===== config.mk =====
export PLATFORM = sky130hd
export DESIGN_NAME = bus_prio_arbiter
export DESIGN_NICKNAME = d
export VERILOG_FILES = /design/src/rtl/bpa_pkg.sv /design/src/rtl/bpa_order_decode.sv /design/src/rtl/bpa_pick.sv /design/src/rtl/bpa_grant_reg.sv /design/src/rtl/bus_prio_arbiter.sv
export SDC_FILE = /design/constraint.sdc
export NUM_CORES = 1
export LEC_CHECK = 0
export BUFFER_PORTS_ARGS = -buffer_cell sky130_fd_sc_hd__buf_2
export CAP_MARGIN = 15
export CORE_AREA = 2 2 39 41
export CTS_CLUSTER_DIAMETER = 120
export DETAILED_ROUTE_END_ITERATION = 16
export DIE_AREA = 0 0 41 43
export PLACE_DENSITY = 0.7
export SLEW_MARGIN = 20
export SYNTH_ARGS = -nofsm -noshare
export SYNTH_HDL_FRONTEND = slang
export SYNTH_SLANG_ARGS = --single-unit

===== constraint.sdc =====
create_clock -name clk -period 2.1 [get_ports clk]
set_input_delay 0.105 -clock clk [delete_from_list [all_inputs] [get_ports clk]]
set_output_delay 0.105 -clock clk [all_outputs]
set_load 0.02 [all_outputs]

===== src/rtl/bpa_pkg.sv =====
package bpa_pkg;
   localparam int NUM_MST = 4;
   localparam int IDX_W   = $clog2(NUM_MST);
   localparam int RANK_W  = 3;

   typedef enum logic [IDX_W-1:0] {
      MST_CPU = 2'd0,
      MST_USB = 2'd1,
      MST_DMA = 2'd2,
      MST_DBG = 2'd3
   } mst_e;

   typedef logic [RANK_W-1:0] rank_t;
endpackage


===== src/rtl/bpa_order_decode.sv =====
module bpa_order_decode
   import bpa_pkg::*;
#(
   parameter int CTRL_W  = 16,
   parameter int USB_BIT = 3,
   parameter int DMA_BIT = 5
) (
   input  logic [CTRL_W-1:0]             ctrl,
   output logic [NUM_MST-1:0][RANK_W-1:0] rank,
   output logic                          illegal
);
   localparam logic [CTRL_W-1:0] LEGAL_MASK =
      (CTRL_W'(1) << USB_BIT) | (CTRL_W'(1) << DMA_BIT);

   if (USB_BIT >= CTRL_W || DMA_BIT >= CTRL_W || USB_BIT == DMA_BIT) begin : g_bad_bits
      $error("bpa_order_decode: promote bits out of range or equal");
   end

   logic usb_up, dma_up;

   always_comb begin
      illegal = |(ctrl & ~LEGAL_MASK);
      usb_up  = ctrl[USB_BIT] & ~illegal;
      dma_up  = ctrl[DMA_BIT] & ~illegal;
      rank[MST_DBG] = rank_t'(4);
      unique case ({dma_up, usb_up})
         2'b01: begin
            rank[MST_USB] = rank_t'(0);
            rank[MST_CPU] = rank_t'(1);
            rank[MST_DMA] = rank_t'(3);
         end
         2'b10: begin
            rank[MST_DMA] = rank_t'(0);
            rank[MST_CPU] = rank_t'(1);
            rank[MST_USB] = rank_t'(3);
         end
         2'b11: begin
            rank[MST_USB] = rank_t'(0);
            rank[MST_DMA] = rank_t'(1);
            rank[MST_CPU] = rank_t'(2);
         end
         default: begin
            rank[MST_CPU] = rank_t'(0);
            rank[MST_USB] = rank_t'(2);
            rank[MST_DMA] = rank_t'(3);
         end
      endcase
   end
endmodule


===== src/rtl/bpa_pick.sv =====
module bpa_pick
   import bpa_pkg::*;
#(
   parameter int N  = NUM_MST,
   parameter int RW = RANK_W
) (
   input  logic [N-1:0]         req,
   input  logic [N-1:0][RW-1:0] rank,
   output logic [N-1:0]         win,
   output logic [$clog2(N)-1:0] win_idx
);
   localparam int IW = $clog2(N);

   if (N < 2) begin : g_bad_n
      $error("bpa_pick: needs at least two masters");
   end

   for (genvar i = 0; i < N; i++) begin : g_cand
      logic beaten;
      always_comb begin
         beaten = 1'b0;
         for (int j = 0; j < N; j++) begin
            if (j != i && req[j] && (rank[j] < rank[i])) beaten = 1'b1;
         end
         win[i] = req[i] & ~beaten;
      end
   end

   always_comb begin
      win_idx = '0;
      for (int k = 0; k < N; k++) begin
         if (win[k]) win_idx = IW'(k);
      end
   end
endmodule


===== src/rtl/bpa_grant_reg.sv =====
module bpa_grant_reg
   import bpa_pkg::*;
#(
   parameter int N = NUM_MST
) (
   input  logic                 clk,
   input  logic                 rst_n,
   input  logic [N-1:0]         win,
   input  logic [$clog2(N)-1:0] win_idx,
   input  logic [N-1:0]         done,
   output logic [N-1:0]         gnt,
   output logic [$clog2(N)-1:0] gnt_idx
);
   logic busy, release_now;

   assign busy        = |gnt;
   assign release_now = |(gnt & done);

   always_ff @(posedge clk or negedge rst_n) begin
      if (!rst_n) begin
         gnt     <= '0;
         gnt_idx <= '0;
      end else if (busy) begin
         if (release_now) begin
            gnt     <= '0;
            gnt_idx <= '0;
         end
      end else if (|win) begin
         gnt     <= win;
         gnt_idx <= win_idx;
      end
   end

   p_hold_r9: assert property (@(posedge clk) disable iff (!rst_n)
      (busy && !release_now) |=> (gnt == $past(gnt)));
   p_release_r10: assert property (@(posedge clk) disable iff (!rst_n)
      release_now |=> (gnt == '0 && gnt_idx == '0));
endmodule


===== src/rtl/bus_prio_arbiter.sv =====
module bus_prio_arbiter
   import bpa_pkg::*;
#(
   parameter int CTRL_W  = 16,
   parameter int USB_BIT = 3,
   parameter int DMA_BIT = 5
) (
   input  logic              clk,
   input  logic              rst_n,
   input  logic [CTRL_W-1:0] prio_ctrl,
   input  logic [3:0]        req,
   input  logic [3:0]        done,
   output logic [3:0]        gnt,
   output logic [1:0]        gnt_idx,
   output logic              cfg_err
);
   logic [NUM_MST-1:0][RANK_W-1:0] rank;
   logic                           illegal;
   logic [NUM_MST-1:0]             win;
   logic [IDX_W-1:0]               win_idx;

   bpa_order_decode #(.CTRL_W(CTRL_W), .USB_BIT(USB_BIT), .DMA_BIT(DMA_BIT)) i_decode (
      .ctrl(prio_ctrl), .rank(rank), .illegal(illegal));

   bpa_pick #(.N(NUM_MST), .RW(RANK_W)) i_pick (
      .req(req), .rank(rank), .win(win), .win_idx(win_idx));

   bpa_grant_reg #(.N(NUM_MST)) i_grant (
      .clk(clk), .rst_n(rst_n), .win(win), .win_idx(win_idx),
      .done(done), .gnt(gnt), .gnt_idx(gnt_idx));

   always_ff @(posedge clk or negedge rst_n) begin
      if (!rst_n) cfg_err <= 1'b0;
      else        cfg_err <= cfg_err | illegal;
   end

   p_onehot_r3: assert property (@(posedge clk) disable iff (!rst_n) $onehot0(gnt));
   p_idle_r2: assert property (@(posedge clk) disable iff (!rst_n)
      (gnt == '0 && req == '0) |=> (gnt == '0));
   p_grant_req_r3: assert property (@(posedge clk) disable iff (!rst_n)
      (gnt == '0 && req != '0) |=> ((gnt & $past(req)) != '0));
   p_dbg_last_r8: assert property (@(posedge clk) disable iff (!rst_n)
      (gnt == '0 && req[2:0] != '0) |=> !gnt[3]);
   p_idx_r12: assert property (@(posedge clk) disable iff (!rst_n)
      (gnt != '0) |-> gnt[gnt_idx]);
   p_err_sticky_r11: assert property (@(posedge clk) disable iff (!rst_n)
      cfg_err |=> cfg_err);
endmodule


==> impl_table.tex <==
\begin{tabular}{lr}
\hline
Metric & Value \\
\hline
\multicolumn{2}{l}{\textbf{Yosys}} \\
Share of synthesized area occupied by flip-flops and latches & 43.08\% \\
Warnings, synthesis & 0 \\
Mean cell area of the mapped netlist & 10.17 um2 \\
Post-synth net total & 66 \\
Netlist area before placement & 406.6 um2 \\
Cell count after synthesis & 40 \\
Synthesized flop and latch total & 7 \\
Number of different library cells in the post-synthesis netlist & 23 \\
\multicolumn{2}{l}{\textbf{Global route}} \\
Largest net degree at the start of global routing & 8 \\
GR Util All Layers & 12.89\% \\
Global route total overflow & 0 \\
Number of antenna violations at the first check in global routing & 0 \\
Global-route wire length before repair & 1511 um \\
Vias in the first global route & 419 \\
\multicolumn{2}{l}{\textbf{Routing}} \\
ANT nets after route & 0 \\
WL/cell & 11.22 um \\
Iteration-0 DRC Markers & 3 \\
First-pass DRT Iterations & 5 \\
Via total after detailed routing & 467 \\
Post-detailed-routing wire length & 1055 um \\
Drt via density & 4.968 \\
DRC Markers & 0 \\
\multicolumn{2}{l}{\textbf{Floorplan}} \\
Die Area & 1763 um2 \\
Count of pins on the block boundary & 33 \\
Number of rows in the core area & 14 \\
Die outline height & 43 um \\
Die width & 41 um \\
Placeable core region & 1384 um2 \\
Effective utilization at floorplan & 29.39\% \\
\multicolumn{2}{l}{\textbf{Timing}} \\
Endpoints failing hold & 0 \\
Relative slew slack & 78.29\% \\
Post-layout min period & 1.561 ns \\
Unrepaired setup endpoints after global routing & false \\
Maximum clock frequency & 0.6406 GHz \\
Sum of negative setup slack & 0 ns \\
Final Setup Violations & 0 \\
Fin crit share & 74.33\% \\
Final count of pins violating max slew & 0 \\
Worst Tran Pin Value & 0.3245 ns \\
Clock tree skew after final layout & 0.001850 ns \\
\multicolumn{2}{l}{\textbf{Critical path}} \\
Worst Setup Start Kind & flip-flop \\
Delay contributed by the slowest stage of the critical path & 0.41 ns \\
Required @ worst endpoint & 2.22 ns \\
CP max FO & 6 \\
Cell-by-cell trace of the critical path & nor4\_2 -> buf\_4 -> o211a\_1 -> nor2\_1 -> a311o\_1 \\
Critical path class & flip-flop to flip-flop \\
Critical path arrival & 1.69 ns \\
Critical Path End Type & flip-flop \\
Cell with the largest stage delay on the worst path & sky130\_fd\_sc\_hd\_\_dfrtp\_1 \\
\multicolumn{2}{l}{\textbf{Finish}} \\
Ant. Diodes & 0 \\
Most common library cell in the layout ignoring fill and taps & sky130\_fd\_sc\_hd\_\_buf\_2 \\
Leading cell types in the layout, fill and taps excluded & 32 x sky130\_fd\_sc\_hd\_\_buf\_2, 7 x sky130\_fd\_sc\_hd\_\_dfrtp\_1, 4 x sky130\_fd\_sc\_hd\_\_nor2\_1, 3 x sky130\_fd\_sc\_hd\_\_clkbuf\_4 \\
Fraction of layout instances using a drive strength above 1 & 51.28\% \\
End-of-flow core utilization & 45.57\% \\
Layout overhead on the synthesized area & 55.08\% \\
Net count reported at finish & 105 \\
\multicolumn{2}{l}{\textbf{Clock tree}} \\
H-tree levels & 1 \\
CTS Sinks & 7 \\
Max Root-Sink Buffers & 2 \\
Clock insertion delay at the later pin of the skew report & 0.24 ns \\
Post-CTS clock slew at the launch and capture registers of the worst setup and hold paths & 0.05 ns \\
TritonCTS clock tree & built \\
Post-CTS setup buffer count & 0 \\
Number of buffers added by the clock tree synthesis step & 3 \\
Clock tree root buffer cell & sky130\_fd\_sc\_hd\_\_clkbuf\_4 \\
\multicolumn{2}{l}{\textbf{Pwr}} \\
Peak VDD IR & 0.0003767 V \\
Power density normalized to cell area & 1002 nW/um2 \\
Leakage dissipation & 0.3463 nW \\
\multicolumn{2}{l}{\textbf{Placed design}} \\
Placer's final routability congestion estimate & 0.6472 \\
Port Buffer Count & 32 \\
Post-DP HPWL & 865 um \\
\multicolumn{2}{l}{\textbf{Run}} \\
Number of violations of the max-capacitance limit & 0 \\
\multicolumn{2}{l}{\textbf{Run status}} \\
Run status & complete, no violations \\
\multicolumn{2}{l}{\textbf{Worst hold path}} \\
Hold WC Path Type & primary input to flip-flop \\
\hline
\end{tabular}
-- kinds of logic (layout without fill, tap and decap cells) --
kind of cell	count (synthesis)	in the layout	synth area share, %
buf+inv	2	40	1.847
flops	7	7	43.08
simple gates	18	18	28.31
compound gates	13	13	26.77
-- sequential cells by signal (all words and copies together) (netlist names) --
register / cells
i_grant.gnt: 4
i_grant.gnt_idx: 2
cfg_err: 1
-- cells in the mapped netlist --
library cell               instances  area (um2)
sky130_fd_sc_hd__and4b_1           1       10.01
sky130_fd_sc_hd__a31o_2            1       8.760
sky130_fd_sc_hd__nand3b_1          2       15.01
sky130_fd_sc_hd__nand2_1           1       3.750
sky130_fd_sc_hd__nor3_1            1       5.000
sky130_fd_sc_hd__o211a_1           2       20.02
sky130_fd_sc_hd__or3_2             1       7.510
sky130_fd_sc_hd__nand4_1           2       12.51
sky130_fd_sc_hd__o21a_1            1       7.510
sky130_fd_sc_hd__o21ai_0           1       5.000
sky130_fd_sc_hd__a21o_2            1       8.760
sky130_fd_sc_hd__a21o_1            2       15.01
sky130_fd_sc_hd__a22oi_1           2       15.01
sky130_fd_sc_hd__or2_0             1       6.260
sky130_fd_sc_hd__nor4_2            1       12.51
sky130_fd_sc_hd__inv_1             2       7.510
sky130_fd_sc_hd__and2_1            1       6.260
sky130_fd_sc_hd__o32ai_1           1       8.760
sky130_fd_sc_hd__dfrtp_1           7       175.2
sky130_fd_sc_hd__nor4_1            2       12.51
sky130_fd_sc_hd__and4_1            1       8.760
sky130_fd_sc_hd__nor2_1            4       15.01
sky130_fd_sc_hd__a311o_1           2       20.02
-- layout make-up --
| cell class | count | area (um2) |
|---|---|---|
| clock buffers | 4 | 26.28 |
| repair buffers | 34 | 177.7 |
| fillers | 132 | 753.2 |
| multi-input cells | 31 | 224.0 |
| flip-flops and latches | 7 | 175.2 |
| inverters | 2 | 7.507 |
| well taps | 16 | 20.02 |
-- metrics by stage --
| stage | setup slack (ns) | total power [W] | hold WS (ns) | instances | area (um2) |
|---|---|---|---|---|---|
| final | 0.5390 | 0.0006318 | 0.1158 | 94 | 630.6 |
| after detailed placement | 0.4096 | 0.0005164 | -0.05614 | 89 | 594.3 |
| after global routing | 0.4588 | 0.0006744 | 0.1151 | 94 | 630.6 |
| after global placement | 0.4285 | 0.0005144 | -0.05624 | 89 | 594.3 |
| after floorplan | 0.4897 | 0.0003937 | -0.1906 | 40 | 406.6 |
| after CTS | 0.5362 | 0.0006395 | 0.1037 | 94 | 630.6 |
-- path summary, 6_finish.rpt --
check,start,end,slack [ns],cells past startpoint
min in group asynchronous,rst_n,i_grant.gnt[0],0.21,2
max reg2reg,i_grant.gnt[1],i_grant.gnt_idx[0],0.54,5
min,prio_ctrl[15],cfg_err,0.12,2
max,i_grant.gnt[1],i_grant.gnt_idx[0],0.54,5
min reg2reg,cfg_err,cfg_err,0.47,1
max in group asynchronous,rst_n,cfg_err,1.74,2
-- routing by layer --
| metal | part of all wire (%) | up-vias | global-route usage (%) |
|---|---|---|---|
| met5 | 0 | - | 0 |
| met4 | 1.4 | 0 | 10.00 |
| met3 | 9.6 | 2 | 1.571 |
| met2 | 46 | 26 | 20.94 |
| met1 | 43 | 203 | 14.00 |
| li1 | - | 236 | - |
-- where the power goes --
part / switching (W) / internal (W)
Sequential: 0.0000394 / 0.000178
Clock: 0.0000451 / 0.0000722
Combinational: 0.000158 / 0.000139
Total: 0.000243 / 0.000389
-- repair_timing --
item | in CTS | in global routing
resized for setup | 0 | 0
setup endpoints to repair | 0 | 0
hold endpoints to repair | 7 | 0
hold buffers | 1 | 0
-- critical path: cells and delay by family (launching register included) --
| kind | cells | cell delay [ns] |
|---|---|---|
| and+or+nand+nor | 2 | 0.37 |
| buffers and inverters | 1 | 0.17 |
| DFF | 1 | 0.41 |
| AOI/OAI and AO/OA | 2 | 0.49 |
Note: power is estimated with default switching activity, not from simulation.
